### src/rtl/evtseq_pkg.sv
package evtseq_pkg;

    localparam int NUM_EV       = 6;
    localparam int NUM_CONTRACT = 4;
    localparam int TABLE_DEPTH  = 9;
    localparam int IDX_W        = $clog2(TABLE_DEPTH);
    localparam int STEP_W       = 2;
    localparam int FRAME_BYTES  = 4;
    localparam int LEN_W        = 3;

    // event bit positions; lower bit means higher priority
    localparam logic [2:0] EV_POR       = 3'd0;
    localparam logic [2:0] EV_DETACH    = 3'd1;
    localparam logic [2:0] EV_CONTRACT0 = 3'd2;

    // slot layout of the write table
    localparam int BOOT_BASE     = 0;
    localparam int BOOT_STEPS    = 3;
    localparam int CONTRACT_BASE = BOOT_BASE + BOOT_STEPS;
    localparam int DETACH_SLOT   = CONTRACT_BASE + NUM_CONTRACT;
    localparam int SPARE_SLOT    = DETACH_SLOT + 1;

    // converter register map used by the lists
    localparam logic [7:0] REG_REF_LO   = 8'h00;
    localparam logic [7:0] REG_SLEW     = 8'h03;
    localparam logic [7:0] REG_FEEDBACK = 8'h04;
    localparam logic [7:0] REG_MODE     = 8'h06;

    localparam logic [7:0] BOOT_REF  = 8'hD2;
    localparam logic [7:0] BOOT_FB   = 8'h03;
    localparam logic [7:0] BOOT_MODE = 8'hA0;

    typedef struct packed {
        logic [7:0] ptr;
        logic       wide;
        logic [7:0] lo;
        logic [7:0] hi;
    } wr_entry_t;

    typedef struct packed {
        logic [FRAME_BYTES-1:0][7:0] bytes;
        logic [LEN_W-1:0]            len;
    } i2c_frame_t;

    typedef enum logic [1:0] {SQ_IDLE, SQ_ISSUE, SQ_WAIT} seq_state_e;

    typedef enum logic [2:0] {BM_IDLE, BM_START, BM_BIT, BM_ACK, BM_STOP} bus_state_e;

    function automatic logic [NUM_EV-1:0] lowest_set(input logic [NUM_EV-1:0] v);
        logic [NUM_EV-1:0] r;
        r = '0;
        for (int i = NUM_EV - 1; i >= 0; i--) begin
            if (v[i]) r = NUM_EV'(1) << i;
        end
        return r;
    endfunction

    function automatic logic [2:0] onehot_to_ev(input logic [NUM_EV-1:0] oh);
        logic [2:0] r;
        r = '0;
        for (int i = 0; i < NUM_EV; i++) begin
            if (oh[i]) r = 3'(i);
        end
        return r;
    endfunction

    function automatic logic [IDX_W-1:0] ev_base(input logic [2:0] ev);
        if (ev == EV_POR)    return IDX_W'(BOOT_BASE);
        if (ev == EV_DETACH) return IDX_W'(DETACH_SLOT);
        return IDX_W'(CONTRACT_BASE) + IDX_W'(ev - EV_CONTRACT0);
    endfunction

    function automatic logic [STEP_W-1:0] ev_last_step(input logic [2:0] ev);
        return (ev == EV_POR) ? STEP_W'(BOOT_STEPS - 1) : '0;
    endfunction

    function automatic i2c_frame_t make_frame(input logic [6:0] addr, input wr_entry_t e);
        i2c_frame_t f;
        f.bytes[0] = {addr, 1'b0};
        f.bytes[1] = e.ptr;
        f.bytes[2] = e.lo;
        f.bytes[3] = e.hi;
        f.len      = e.wide ? LEN_W'(4) : LEN_W'(3);
        return f;
    endfunction

endpackage

### src/rtl/evtseq_table.sv
module evtseq_table
    import evtseq_pkg::*;
#(
    parameter logic [15:0] REF_5V  = 16'h00D2,
    parameter logic [15:0] REF_9V  = 16'h0199,
    parameter logic [15:0] REF_15V = 16'h02C5,
    parameter logic [15:0] REF_20V = 16'h03BE
) (
    input  logic [IDX_W-1:0] idx,
    output wr_entry_t        entry
);

    localparam logic [NUM_CONTRACT-1:0][15:0] REFS = {REF_20V, REF_15V, REF_9V, REF_5V};

    wr_entry_t slots [TABLE_DEPTH];

    assign slots[BOOT_BASE]     = '{ptr: REG_REF_LO,   wide: 1'b0, lo: BOOT_REF,  hi: 8'h00};
    assign slots[BOOT_BASE + 1] = '{ptr: REG_FEEDBACK, wide: 1'b0, lo: BOOT_FB,   hi: 8'h00};
    assign slots[BOOT_BASE + 2] = '{ptr: REG_MODE,     wide: 1'b0, lo: BOOT_MODE, hi: 8'h00};

    for (genvar k = 0; k < NUM_CONTRACT; k++) begin : g_contract
        assign slots[CONTRACT_BASE + k] = '{ptr: REG_REF_LO, wide: 1'b1,
                                            lo: REFS[k][7:0], hi: REFS[k][15:8]};
    end

    // detach: full 16-bit reference back to the 5 V code
    assign slots[DETACH_SLOT] = '{ptr: REG_REF_LO, wide: 1'b1, lo: BOOT_REF, hi: 8'h00};
    assign slots[SPARE_SLOT]  = '0;

    always_comb begin
        entry = '0;
        for (int i = 0; i < TABLE_DEPTH; i++) begin
            if (idx == IDX_W'(i)) entry = slots[i];
        end
    end

endmodule

### src/rtl/evtseq_pending.sv
module evtseq_pending
    import evtseq_pkg::*;
(
    input  logic              clk,
    input  logic              rst,
    input  logic [NUM_EV-1:0] ev_in,
    input  logic              take,
    output logic [NUM_EV-1:0] grant
);

    logic [NUM_EV-1:0] pend;
    logic [NUM_EV-1:0] req;

    assign req   = pend | ev_in;
    assign grant = take ? lowest_set(req) : '0;

    always_ff @(posedge clk) begin
        if (rst) begin
            // boot list is owed from reset onward
            pend <= NUM_EV'(1) << EV_POR;
        end else begin
            pend <= req & ~grant;
        end
    end

endmodule

### src/rtl/evtseq_i2c_master.sv
module evtseq_i2c_master
    import evtseq_pkg::*;
#(
    parameter int QUARTER = 125
) (
    input  logic       clk,
    input  logic       rst,
    input  logic       go,
    input  i2c_frame_t frame,
    input  logic       sda_i,
    output logic       scl_oe,
    output logic       sda_oe,
    output logic       done,
    output logic       nack,
    output logic       in_cond
);

    localparam int DIV_W = (QUARTER > 1) ? $clog2(QUARTER) : 1;
    localparam logic [DIV_W-1:0] DIV_LAST = DIV_W'(QUARTER - 1);

    bus_state_e                  state;
    logic [1:0]                  q;
    logic [DIV_W-1:0]            div;
    logic [1:0]                  bidx;
    logic [2:0]                  bit_i;
    logic [FRAME_BYTES-1:0][7:0] bytes;
    logic [LEN_W-1:0]            len;
    logic                        scl_low, sda_low;
    logic                        done_r, nack_r;
    logic                        sda_meta, sda_sync;
    logic                        tick, cur_bit, last_byte;

    assign tick      = (div == DIV_LAST);
    assign cur_bit   = bytes[bidx][bit_i];
    assign last_byte = ({1'b0, bidx} == len - LEN_W'(1));

    always_ff @(posedge clk) begin
        if (rst) begin
            sda_meta <= 1'b1;
            sda_sync <= 1'b1;
        end else begin
            sda_meta <= sda_i;
            sda_sync <= sda_meta;
        end
    end

    always_ff @(posedge clk) begin
        if (rst) begin
            state   <= BM_IDLE;
            q       <= '0;
            div     <= '0;
            bidx    <= '0;
            bit_i   <= '0;
            bytes   <= '0;
            len     <= '0;
            scl_low <= 1'b0;
            sda_low <= 1'b0;
            done_r  <= 1'b0;
            nack_r  <= 1'b0;
        end else begin
            done_r <= 1'b0;
            if (state == BM_IDLE) begin
                div <= '0;
                q   <= '0;
                if (go) begin
                    bytes  <= frame.bytes;
                    len    <= frame.len;
                    nack_r <= 1'b0;
                    state  <= BM_START;
                end
            end else begin
                div <= tick ? '0 : div + DIV_W'(1);
                if (tick) begin
                    q <= q + 2'd1;
                    unique case (state)
                        BM_START: begin
                            if (q == 2'd0) sda_low <= 1'b1;
                            if (q == 2'd1) begin
                                scl_low <= 1'b1;
                                state   <= BM_BIT;
                                q       <= '0;
                                bidx    <= '0;
                                bit_i   <= 3'd7;
                            end
                        end
                        BM_BIT: begin
                            if (q == 2'd0) sda_low <= ~cur_bit;
                            if (q == 2'd1) scl_low <= 1'b0;
                            if (q == 2'd3) begin
                                scl_low <= 1'b1;
                                if (bit_i == 3'd0) state <= BM_ACK;
                                else bit_i <= bit_i - 3'd1;
                            end
                        end
                        BM_ACK: begin
                            if (q == 2'd0) sda_low <= 1'b0;
                            if (q == 2'd1) scl_low <= 1'b0;
                            if (q == 2'd2 && sda_sync) nack_r <= 1'b1;
                            if (q == 2'd3) begin
                                scl_low <= 1'b1;
                                if (nack_r || last_byte) begin
                                    state <= BM_STOP;
                                end else begin
                                    bidx  <= bidx + 2'd1;
                                    bit_i <= 3'd7;
                                    state <= BM_BIT;
                                end
                            end
                        end
                        BM_STOP: begin
                            if (q == 2'd0) sda_low <= 1'b1;
                            if (q == 2'd1) scl_low <= 1'b0;
                            if (q == 2'd2) sda_low <= 1'b0;
                            if (q == 2'd3) begin
                                done_r <= 1'b1;
                                state  <= BM_IDLE;
                            end
                        end
                        default: state <= BM_IDLE;
                    endcase
                end
            end
        end
    end

    assign scl_oe  = scl_low;
    assign sda_oe  = sda_low;
    assign done    = done_r;
    assign nack    = nack_r;
    assign in_cond = (state == BM_START) || (state == BM_STOP);

endmodule

### src/rtl/evt_i2c_seq.sv
module evt_i2c_seq
    import evtseq_pkg::*;
#(
    parameter logic [6:0]  DEV_ADDR = 7'h74,
    parameter int          QUARTER  = 125,
    parameter logic [15:0] REF_9V   = 16'h0199,
    parameter logic [15:0] REF_15V  = 16'h02C5,
    parameter logic [15:0] REF_20V  = 16'h03BE
) (
    input  logic                    clk,
    input  logic                    rst,
    input  logic                    ev_por,
    input  logic [NUM_CONTRACT-1:0] ev_contract,
    input  logic                    ev_detach,
    input  logic                    sda_i,
    output logic                    scl_oe,
    output logic                    sda_oe,
    output logic                    busy,
    output logic                    done,
    output logic                    nack_err
);

    localparam logic [15:0] REF_5V = {8'h00, BOOT_REF};

    seq_state_e         state;
    logic [IDX_W-1:0]   base;
    logic [STEP_W-1:0]  step, last;
    logic               done_r, err_r;
    logic [NUM_EV-1:0]  ev_vec, grant;
    logic [2:0]         ev_sel;
    logic [IDX_W-1:0]   slot_idx;
    wr_entry_t          entry;
    i2c_frame_t         m_frame;
    logic               m_go, m_done, m_nack, m_in_cond;
    logic [7:0]         frame_ptr;

    assign ev_vec = {ev_contract, ev_detach, ev_por};

    evtseq_pending u_pending (
        .clk   (clk),
        .rst   (rst),
        .ev_in (ev_vec),
        .take  (state == SQ_IDLE),
        .grant (grant)
    );

    assign ev_sel   = onehot_to_ev(grant);
    assign slot_idx = base + IDX_W'(step);

    evtseq_table #(
        .REF_5V  (REF_5V),
        .REF_9V  (REF_9V),
        .REF_15V (REF_15V),
        .REF_20V (REF_20V)
    ) u_table (
        .idx   (slot_idx),
        .entry (entry)
    );

    assign m_frame   = make_frame(DEV_ADDR, entry);
    assign frame_ptr = m_frame.bytes[1];
    assign m_go      = (state == SQ_ISSUE);

    evtseq_i2c_master #(
        .QUARTER (QUARTER)
    ) u_master (
        .clk     (clk),
        .rst     (rst),
        .go      (m_go),
        .frame   (m_frame),
        .sda_i   (sda_i),
        .scl_oe  (scl_oe),
        .sda_oe  (sda_oe),
        .done    (m_done),
        .nack    (m_nack),
        .in_cond (m_in_cond)
    );

    always_ff @(posedge clk) begin
        if (rst) begin
            state  <= SQ_IDLE;
            base   <= '0;
            step   <= '0;
            last   <= '0;
            done_r <= 1'b0;
            err_r  <= 1'b0;
        end else begin
            done_r <= 1'b0;
            unique case (state)
                SQ_IDLE: begin
                    if (|grant) begin
                        base  <= ev_base(ev_sel);
                        last  <= ev_last_step(ev_sel);
                        step  <= '0;
                        state <= SQ_ISSUE;
                    end
                end
                SQ_ISSUE: state <= SQ_WAIT;
                SQ_WAIT: begin
                    if (m_done) begin
                        if (m_nack) begin
                            err_r <= 1'b1;
                            state <= SQ_IDLE;
                        end else if (step == last) begin
                            done_r <= 1'b1;
                            state  <= SQ_IDLE;
                        end else begin
                            step  <= step + STEP_W'(1);
                            state <= SQ_ISSUE;
                        end
                    end
                end
                default: state <= SQ_IDLE;
            endcase
        end
    end

    assign busy     = (state != SQ_IDLE);
    assign done     = done_r;
    assign nack_err = err_r;

endmodule

### config.mk
export PLATFORM = sky130hd
export DESIGN_NAME = evt_i2c_seq
export DESIGN_NICKNAME = d
export VERILOG_FILES = /design/src/rtl/evtseq_pkg.sv /design/src/rtl/evtseq_table.sv /design/src/rtl/evtseq_pending.sv /design/src/rtl/evtseq_i2c_master.sv /design/src/rtl/evt_i2c_seq.sv
export SDC_FILE = /design/constraint.sdc
export NUM_CORES = 1
export LEC_CHECK = 0
export CAP_MARGIN = 5
export CORE_MARGIN = 5
export CORE_UTILIZATION = 55
export CTS_CLUSTER_SIZE = 28
export DETAILED_ROUTE_END_ITERATION = 10
export DONT_BUFFER_PORTS = 1
export MAX_ROUTING_LAYER = met4
export PLACE_DENSITY = 0.7
export SYNTH_ARGS = -nofsm -noshare
export SYNTH_HDL_FRONTEND = slang
export SYNTH_SLANG_ARGS = --single-unit
### constraint.sdc
create_clock -name clk -period 5.8 [get_ports clk]
set_clock_uncertainty 0.05 [all_clocks]
set_input_delay 0.29 -clock clk [delete_from_list [all_inputs] [get_ports clk]]
set_output_delay 0.29 -clock clk [all_outputs]
set_load 0.005 [all_outputs]
==> summary.txt, run 1 <==
Worst setup path
  • WP data arrival: 2.51 ns
  • Critical Path RT: 5.93 ns
  • Critical setup path kind: flop to flop
  • Max stage delay on crit path: 0.53 ns
  • Crit path cell chain: or3_4 -> or2_0 -> a2111oi_4 -> mux2i_1 -> nor2_1
  • CP Max Fanout: 15
  • CP startpoint kind: flop
  • Slowest stage cell, crit path: or2_0
  • Setup crit end kind: flop

Finish
  • Fillers: 419
  • Area growth from synthesis to layout: 4.58%
  • Nets: 336
  • Non-Filler Instances: 385
  • Layout cells sized above 1: 6.29%
  • Antenna cell count: 0

Synthesis
  • Synth Flop Type: dfxtp_1
  • Netlist cell types: 64
  • Syn avg cell area: 8.46 um2
  • Synth top area share: 38.5%
  • Syn Nets: 345
  • Largest family of logic cells by synthesized area: simple AND/OR/NAND/NOR gates
  • Top cell type by total area after synthesis: dfxtp_1
  • Syn Std Cell Area: 2760 um2
  • Most area-consuming cells after synthesis: dfxtp_1 38%, nor2_1 6.7%, ha_1 4.1%
  • Ys async rst share: 0%
  • Area fraction in and, or, nand and nor cells after synthesis: 25.7%
  • Synth Area in Compound Gates: 18.5%
  • Synthesized instance count: 326
  • Sequential share of the synthesized area: 38.5%
  • Synthesized flop and latch total: 53
  • Yosys warnings: 0
  • Mux contribution to synthesized area: 3.45%
  • Number of synthesized flops with an enable pin: 0
  • XOR/XNOR share of the synthesized area: 4.13%
  • Synth Area in Adders: 4.81%

CTS
  • CTS H-tree lvls: 2
  • CTS tree: built
  • Postcts setup bufs: 0
  • Hold_buf cts: 2
  • Number of gates resized after CTS: 0
  • Root Driver: clkbuf_8
  • Clock latency at the later pin of the worst-skew pair: 0.30 ns
  • Bufs on Longest Clock Path: 2
  • Worst-path clk slew: 0.09 ns
  • Number of clock sinks: 53
  • CTS Buf Count: 5

Min path
  • Min-Delay Path Class: primary input to flop

Floorplanning
  • Die area: 6530 um2
  • Die Span Y: 80.8 um
  • Initial Util: 57.6%
  • Io pins: 14
  • Placeable Area: 4790 um2
  • Chip Width: 80.8 um
  • Row cnt: 25

Timing
  • Fmax: 0.420 GHz
  • Crit share post-route: 41.1%
  • TNS Setup: 0 ns
  • Final hold viol count: 0
  • Final setup margin: 3.42 ns
  • Relative slew slack: 37.8%
  • Slew Limit Fails: 0
  • Slew of the pin with the lowest slew margin: 0.925 ns
  • Crit path time final: 2.38 ns
  • # setup viols final: 0
  • RSZ-0062 raised after global routing: no

Pwr
  • Pint: 0.532 mW
  • Clk network pwr share: 30.7%
  • VDD IR max: 0.211 mV
  • Total power: 0.721 mW
  • Sequential Power Share: 55.2%
  • Sw Share: 26.2%
  • P_sw: 0.189 mW
  • Comb pwr share: 14.0%
  • Pwr dens: 250 nW/um2
  • Leakage: 1.02 nW

GRT
  • Vias in the first global route: 2111
  • Pin count of the biggest net entering global routing: 41
  • Gr usage total: 18.3%
  • Remaining Overflow, GRT: 0
  • Antenna violations before repair: 0
  • First-pass GRT wire length: 9.46 mm

Place
  • Detail Placement HPWL: 3.78 mm
  • Port Buffers: 0
  • GP Congestion: 0.832
  • Dpl ws: 3.43 ns
  • Placed Cells: 374

Run
  • Max Cap Viol: 0

Drt
  • Total iterations of the first detailed-routing run: 4
  • DRC: 0
  • Routed WL: 5.50 mm
  • Via Count: 2196
  • WL per Instance: 14.3 um
  • Vias per cell: 5.70
  • Post-route ant nets: 0
  • Initial DRC Count: 118

Outcome
  • Outcome: complete, no violations
## synth_stat cells, types with 8 or more instances
| cell type | count |
|---|---|
| dfxtp_1 | 53 |
| nor2_1 | 49 |
| nand2_1 | 20 |
| a21oi_1 | 19 |
| clkbuf_1 | 15 |
| nor3_1 | 13 |
| inv_1 | 12 |
| ha_1 | 9 |
| nand2b_1 | 9 |
| a211oi_1 | 8 |
| nand3_1 | 8 |
| xnor2_1 | 8 |
## worst paths after layout
| path | startpoint | end | slack, ns | cells after the start |
|---|---|---|---|---|
| setup / recovery | u_master.state[2] | u_master.state[0] | 3.42 | 5 |
| hold / removal | rst | u_master.bytes[16] | 0.01 | 1 |
| setup reg to reg | u_master.state[2] | u_master.state[0] | 3.42 | 5 |
| hold reg to reg | u_master.sda_meta | u_master.sda_sync | 0.36 | 1 |
## stage by stage
stage / cell area [um2] / hold WS, ns / utilization (%)
4_1_cts: 2880 / 0.000617 / 60.1
2_1_floorplan: 2760 / 0.339 / -
3_5_place_dp: 2750 / 0.317 / 57.5
3_3_place_gp: 2750 / 0.314 / 57.5
5_1_grt: 2890 / -0.00179 / 60.3
6_report: 2890 / 0.0122 / 60.3
## cell families after synthesis
family / Yosys count
buf+inv: 32
simple gates: 139
flops: 53
xor+xnor: 13
compound gates: 70
mux: 9
fa+ha+maj: 10
## critical path: cells and delay by family (launching register included)
kind,cells,cell delay (ns)
mux,1,0.23
flops,1,0.44
simple gates,3,1.03
compound gates,1,0.52
## power groups by stage
| stage | Combinational [mW] | Sequential [mW] | Clock, mW |
|---|---|---|---|
| 6_report | 0.101 | 0.398 | 0.221 |
| 5_1_grt | 0.116 | 0.401 | 0.242 |
| 4_1_cts | 0.101 | 0.398 | 0.225 |
| 3_5_place_dp | 0.0976 | 0.407 | 0 |
| 3_3_place_gp | 0.0969 | 0.406 | 0 |
| 2_1_floorplan | 0.0909 | 0.399 | 0 |
## cells in the final DEF, fill, tap and decap left out, types with 5 or more instances in the layout
master,instances
xnor2_1,8
nand3_1,8
nand2_1,20
a21oi_1,19
o21ai_0,6
nand2b_1,9
clkbuf_8,7
a211oi_1,8
inv_1,12
xor2_1,5
dfxtp_1,53
ha_1,9
nor2b_1,6
mux2i_1,5
nor2_1,49
a311oi_1,5
nor3_1,13
## flip-flops by register name (all words and copies together) (netlist names), 2 cells and up
name / count
u_master.q: 2
u_master.bytes: 11
u_master.bidx: 2
u_master.len: 2
base: 4
u_pending.pend: 6
state: 2
u_master.bit_i: 3
step: 2
u_master.div: 7
u_master.state: 3
## final cells by class
type	count	area, um2	area share [%]
clock buffer	7	96.3	3.34
timing repair buffer	3	30.0	1.04
clock inverter	1	5.00	0.173
tap	67	83.8	2.91
sequential	53	1060	36.8
inverter	13	48.8	1.69
multi-input combinational	241	1560	54.1
## layer usage
metal / vias to the layer above / part of all wire (%) / track usage (%) / wire [um]
li1: 1148 / - / - / -
met1: 1004 / 50 / 24.3 / 2770
met2: 42 / 45 / 29.2 / 2490
met3: 2 / 3.9 / 3.77 / 215
met4: 0 / 0.38 / 3.38 / 21
met5: - / 0 / - / 0
Power figures use the tool's default switching activity.
==> inputs of run 2 (changes only) <==
--- a/config.mk
+++ b/config.mk
@@ -12,7 +12,7 @@
 export DETAILED_ROUTE_END_ITERATION = 10
 export DONT_BUFFER_PORTS = 1
 export MAX_ROUTING_LAYER = met4
-export PLACE_DENSITY = 0.7
+export PLACE_DENSITY = 0.73
 export SYNTH_ARGS = -nofsm -noshare
 export SYNTH_HDL_FRONTEND = slang
 export SYNTH_SLANG_ARGS = --single-unit
==> constraint.sdc (replaced) <==
create_clock -name clk -period 2.15 [get_ports clk]
set_clock_uncertainty 0.05 [all_clocks]
set_input_delay 0.1075 -clock clk [delete_from_list [all_inputs] [get_ports clk]]
set_output_delay 0.1075 -clock clk [all_outputs]
set_load 0.005 [all_outputs]
==> summary.txt, run 2 (synthesis results as in run 1) <==
Drt
  • Post-route ant nets: 0 (unchanged)
  • WL per Instance: 13.6 um (-4.7%)
  • Total iterations of the first detailed-routing run: 5 (+1)
  • Via Count: 2270 (+3.4%)
  • DRC: 0 (unchanged)
  • Vias per cell: 5.59 (-2.0%)
  • Initial DRC Count: 142 (+20%)
  • Routed WL: 5.53 mm (+0.51%)

Pwr
  • Pwr dens: 671 nW/um2 (+170%)
  • Leakage: 1.14 nW (+12%)
  • Total power: 2.09 mW (+190%)
  • VDD IR max: 0.663 mV (+210%)

Finish
  • Antenna cell count: 0 (unchanged)
  • Reg with most FFs: u_master.bytes
  • Commonest non-fill, non-tap cell in the layout: dfxtp_1
  • Nets: 357 (+6.3%)
  • Most frequent cells in the layout: 53 x dfxtp_1, 47 x nor2_1, 20 x nand2_1, 19 x a21oi_1, 17 x buf_4
  • Layout cells sized above 1: 13.3% (+7.0 points)
  • Area growth from synthesis to layout: 12.7%
  • Regs by FF count: u_master.bytes (11), u_master.div (7), u_pending.pend (6)
  • Number of flip-flops under the largest register name: 11 (unchanged)
  • Final core utilization: 65.0% (+4.7 points)

Timing
  • Final setup margin: 0.103 ns (-3.32 ns)
  • Final hold viol count: 1 (+1)
  • Slew of the pin with the lowest slew margin: 0.461 ns (-0.464 ns)
  • Crit path time final: 2.05 ns (-0.334 ns)
  • Fmax: 0.488 GHz (+16%)
  • Hold Slack: -0.0314 ns (-0.0435 ns)
  • Relative slew slack: 68.4% (+31 points)
  • Slew Limit Fails: 0 (unchanged)
  • # setup viols final: 0 (unchanged)
  • Crit share post-route: 95.2% (+54 points)

Worst setup path
  • FF-to-FF Start: u_master.div[0]
  • CP endpoint: u_master.bidx[1]
  • CP startpoint kind: flop
  • R2R setup slack: 0.10 ns (-3.32 ns)
  • Critical setup path kind: flop to flop
  • Setup crit end kind: flop
  • R2r worst-path depth: 7 (+2)
  • WP data arrival: 2.24 ns (-0.27 ns)
  • Critical Path RT: 2.34 ns (-3.59 ns)
  • Critical path origin: u_master.div[0]
  • CP Max Fanout: 4 (-11)
  • FF-to-FF End: u_master.bidx[1]

Place
  • Detail Placement HPWL: 3.84 mm (+1.7%)
  • Port Buffers: 0 (unchanged)
  • Dpl ws: 0.0937 ns (-3.33 ns)
  • GP Congestion: 0.871 (+4.7%)

Outcome
  • Outcome: complete, but fails checks
  • Failing checks: hold timing

GRT
  • First-pass GRT wire length: 9.70 mm (+2.6%)
  • Remaining Overflow, GRT: 0 (unchanged)
  • Gr usage total: 19.1% (+0.78 points)
  • Vias in the first global route: 2111 (unchanged)
  • Pin count of the biggest net entering global routing: 46 (+12%)
  • Antenna violations before repair: 0 (unchanged)

Min path
  • Min-Delay Path Class: primary input to flop
  • Worst hold stages: 2 (+1)
  • Hold Startpoint: ev_por

Run
  • Max Cap Viol: 0 (unchanged)

CTS
  • Number of clock sinks: 53 (unchanged)
  • CTS tree: built
  • Clock latency at the later pin of the worst-skew pair: 0.30 ns (about the same)
  • Root Driver: clkbuf_8
  • CTS Buf Count: 5 (unchanged)
  • Postcts setup bufs: 0 (unchanged)
  • Worst-path clk slew: 0.09 ns (about the same)
  • Bufs on Longest Clock Path: 2 (unchanged)
  • CTS H-tree lvls: 2 (unchanged)

Floorplanning
  • Row cnt: 25 (unchanged)
  • Die Span Y: 80.8 um (unchanged)
  • Placeable Area: 4790 um2 (unchanged)
  • Die area: 6530 um2 (unchanged)
  • Chip Width: 80.8 um (unchanged)
  • Initial Util: 57.6% (unchanged)
  • Io pins: 14 (unchanged)
run 2: routing by layer:
metal / share of wire, % / track usage (%)
met5: 0 / -
met1: 51 / 26.2
met2: 45 / 29.0
met4: 1.7 / 6.25
met3: 3.1 / 2.66
run 2: what timing repair did:
item	4_1_cts	5_1_grt
hold endpoints to repair	44	2
hold buffers	6	1
endpoints found under the setup margin	0	4
resized for setup	0	9
run 2: critical path: stages, from the launching register on:
cell	delay (ns)
dfxtp_1	0.34
inv_1	0.06
ha_1	0.14
and4_4	0.25
nand2_1	0.08
or4_4	0.56
or3b_1	0.36
a21oi_1	0.13
run 2: per-stage QoR:
stage	area (um2)	TNS, ns	cells
3_3_place_gp	2880	0	391
4_1_cts	3070	0	405
6_report	3110	0	406
3_5_place_dp	2880	0	391
2_1_floorplan	2760	0	326
5_1_grt	3110	-0.0125	406
run 2: how the worst min path moves through the flow:
stage                               to  slack [ns]
floorplan            u_master.sda_meta        0.16
global placement    u_master.bytes[23]        0.13
detailed placement  u_master.bytes[23]        0.13
CTS                 u_master.bytes[17]       0.001
global route         u_pending.pend[0]       0.006
finish               u_pending.pend[0]       -0.03
run 2: layout make-up:
cell class              instances  area (um2)
fillers                       400        1680
multi-input cells             241        1590
flip-flops and latches         53        1060
repair buffers                 24         208
clock buffers                   7        86.3
well taps                      67        83.8
inverters                      13        48.8
clock inverters                 1        30.0
run 2: where the power goes:
group	switching, mW	total, mW	internal (mW)
registers	0.0317	1.06	1.03
logic	0.191	0.337	0.146
clock network	0.308	0.687	0.380
==> inputs of run 3 (changes only) <==
--- a/config.mk
+++ b/config.mk
@@ -6,13 +6,15 @@
 export NUM_CORES = 1
 export LEC_CHECK = 0
 export CAP_MARGIN = 5
+export CELL_PAD_IN_SITES_DETAIL_PLACEMENT = 0
+export CELL_PAD_IN_SITES_GLOBAL_PLACEMENT = 2
 export CORE_MARGIN = 5
-export CORE_UTILIZATION = 55
+export CORE_UTILIZATION = 35
 export CTS_CLUSTER_SIZE = 28
 export DETAILED_ROUTE_END_ITERATION = 10
 export DONT_BUFFER_PORTS = 1
 export MAX_ROUTING_LAYER = met4
-export PLACE_DENSITY = 0.73
+export PLACE_DENSITY_LB_ADDON = 0.1
 export SYNTH_ARGS = -nofsm -noshare
 export SYNTH_HDL_FRONTEND = slang
 export SYNTH_SLANG_ARGS = --single-unit
==> summary.txt, run 3 (synthesis results as in run 1) <==
Floorplanning
  • Placeable Area: 7690 um2 (+61%)
  • Initial Util: 35.9% (-22 points)
  • Die Span Y: 98.8 um (+22%)
  • Row cnt: 32 (+28%)
  • Io pins: 14 (unchanged)
  • Chip Width: 98.8 um (+22%)
  • Die area: 9760 um2 (+49%)

GRT
  • Antenna violations before repair: 0 (unchanged)
  • Pin count of the biggest net entering global routing: 46 (unchanged)
  • Vias in the first global route: 2274 (+7.7%)
  • Remaining Overflow, GRT: 0 (unchanged)
  • First-pass GRT wire length: 11.1 mm (+15%)
  • Gr usage total: 14.3% (-4.8 points)

Finish
  • Area growth from synthesis to layout: 14.2%
  • Reg with most FFs: u_master.bytes
  • Most frequent cells in the layout: 53 x dfxtp_1, 48 x nor2_1, 21 x buf_4, 20 x nand2_1, 19 x a21oi_1
  • Commonest non-fill, non-tap cell in the layout: dfxtp_1
  • Regs by FF count: u_master.bytes (11), u_master.div (7), u_pending.pend (6)
  • Number of flip-flops under the largest register name: 11 (unchanged)
  • Nets: 362 (+1.4%)
  • Antenna cell count: 0 (unchanged)
  • Layout cells sized above 1: 13.7% (+0.39 points)

Place
  • Port Buffers: 0 (unchanged)
  • GP Congestion: 0.745 (-14%)
  • Detail Placement HPWL: 4.65 mm (+21%)

Drt
  • Total iterations of the first detailed-routing run: 4 (-1)
  • Vias per cell: 5.15 (-8.0%)
  • WL per Instance: 14.8 um (+9.0%)
  • Via Count: 2295 (+1.1%)
  • Routed WL: 6.61 mm (+20%)
  • Post-route ant nets: 0 (unchanged)
  • DRC: 0 (unchanged)
  • Initial DRC Count: 81 (-43%)

Timing
  • # setup viols final: 0 (unchanged)
  • Crit path time final: 2.03 ns (-0.0189 ns)
  • Fmax: 0.493 GHz (+0.93%)
  • Crit share post-route: 94.3% (-0.88 points)
  • Slew Limit Fails: 0 (unchanged)
  • Final hold viol count: 0 (-1)
  • RSZ-0062 raised after global routing: no
  • Relative slew slack: 70.7% (+2.3 points)
  • TNS Setup: 0 ns (unchanged)
  • Slew of the pin with the lowest slew margin: 0.433 ns (-0.0283 ns)

CTS
  • Clock latency at the later pin of the worst-skew pair: 0.31 ns (about the same)
  • Bufs on Longest Clock Path: 2 (unchanged)
  • Root Driver: clkbuf_8
  • CTS Buf Count: 5 (unchanged)
  • Number of clock sinks: 53 (unchanged)
  • CTS tree: built
  • CTS H-tree lvls: 2 (unchanged)
  • Worst-path clk slew: 0.10 ns (about the same)

Worst setup path
  • Setup crit end kind: flop
  • Critical setup path kind: flop to flop
  • Critical Path RT: 2.34 ns (about the same)
  • WP data arrival: 2.21 ns (-0.03 ns)
  • CP startpoint kind: flop
  • CP Max Fanout: 4 (unchanged)

Pwr
  • Leakage: 1.15 nW (+0.63%)
  • Pwr dens: 625 nW/um2 (-6.9%)
  • Total power: 1.97 mW (-5.6%)
  • VDD IR max: 0.237 mV (-64%)

Min path
  • Min-Delay Path Class: primary input to flop

Run
  • Max Cap Viol: 0 (unchanged)

Outcome
  • Outcome: complete, no violations
## run 3: layer usage
layer | global-route usage [%] | vias up | part of all wire (%)
met3 | 2.97 | 6 | 2.9
li1 | - | 1194 | -
met5 | - | - | 0
met2 | 21.8 | 31 | 45
met1 | 19.3 | 1064 | 51
met4 | 4.10 | 0 | 1.2
## run 3: timing repair
item                                    in CTS  in global routing
hold buffers                                 8                  0
gates resized for setup                      0                  8
buffers inserted                             0                  0
endpoints found under the setup margin       0                  6
hold endpoints to repair                    44                  0
## run 3: path summary, 6_finish.rpt
| path | start | to | slack [ns] | depth (start not counted) |
|---|---|---|---|---|
| worst max-delay path | u_master.div[0] | u_master.bidx[1] | 0.12 | 7 |
| worst min-delay path | rst | u_master.bytes[17] | 0.04 | 2 |
| worst max register to register | u_master.div[0] | u_master.bidx[1] | 0.12 | 7 |
| worst min register to register | u_master.sda_meta | u_master.sda_sync | 0.37 | 1 |
## run 3: per-stage QoR
step	util (%)	hold WS [ns]	cells	instance area, um2	setup WS, ns
2_1_floorplan	-	0.161	326	2760	0.157
3_3_place_gp	38.4	0.132	430	2960	0.151
3_5_place_dp	38.4	0.132	430	2960	0.106
4_1_cts	40.7	0.0308	446	3130	0.0767
5_1_grt	41.0	0.0315	446	3150	0.00458
6_report	41.0	0.0441	446	3150	0.122
## run 3: report_power, final
part / total (mW) / leakage (nW) / switching, mW / internal (mW)
sequential: 1.06 / 0.432 / 0.0324 / 1.03
combinational: 0.351 / 0.670 / 0.203 / 0.148
clock: 0.554 / 0.0450 / 0.327 / 0.227
total: 1.97 / 1.15 / 0.563 / 1.41
## run 3: area by class of cell
class                   instances  area (um2)
fillers                       832        4540
multi-input cells             241        1580
flip-flops and latches         53        1060
repair buffers                 29         248
well taps                     102         128
clock buffers                   6        72.6
inverters                      13        48.8
clock inverters                 2        10.0
## run 3: worst max-delay path, cell delays in order (launching register included)
cell and delay, ns:
dfxtp_1 0.34, inv_1 0.06, ha_1 0.14, and4_4 0.25, nand2_1 0.08, or4_4 0.55, or3b_1 0.35, a21oi_1 0.14
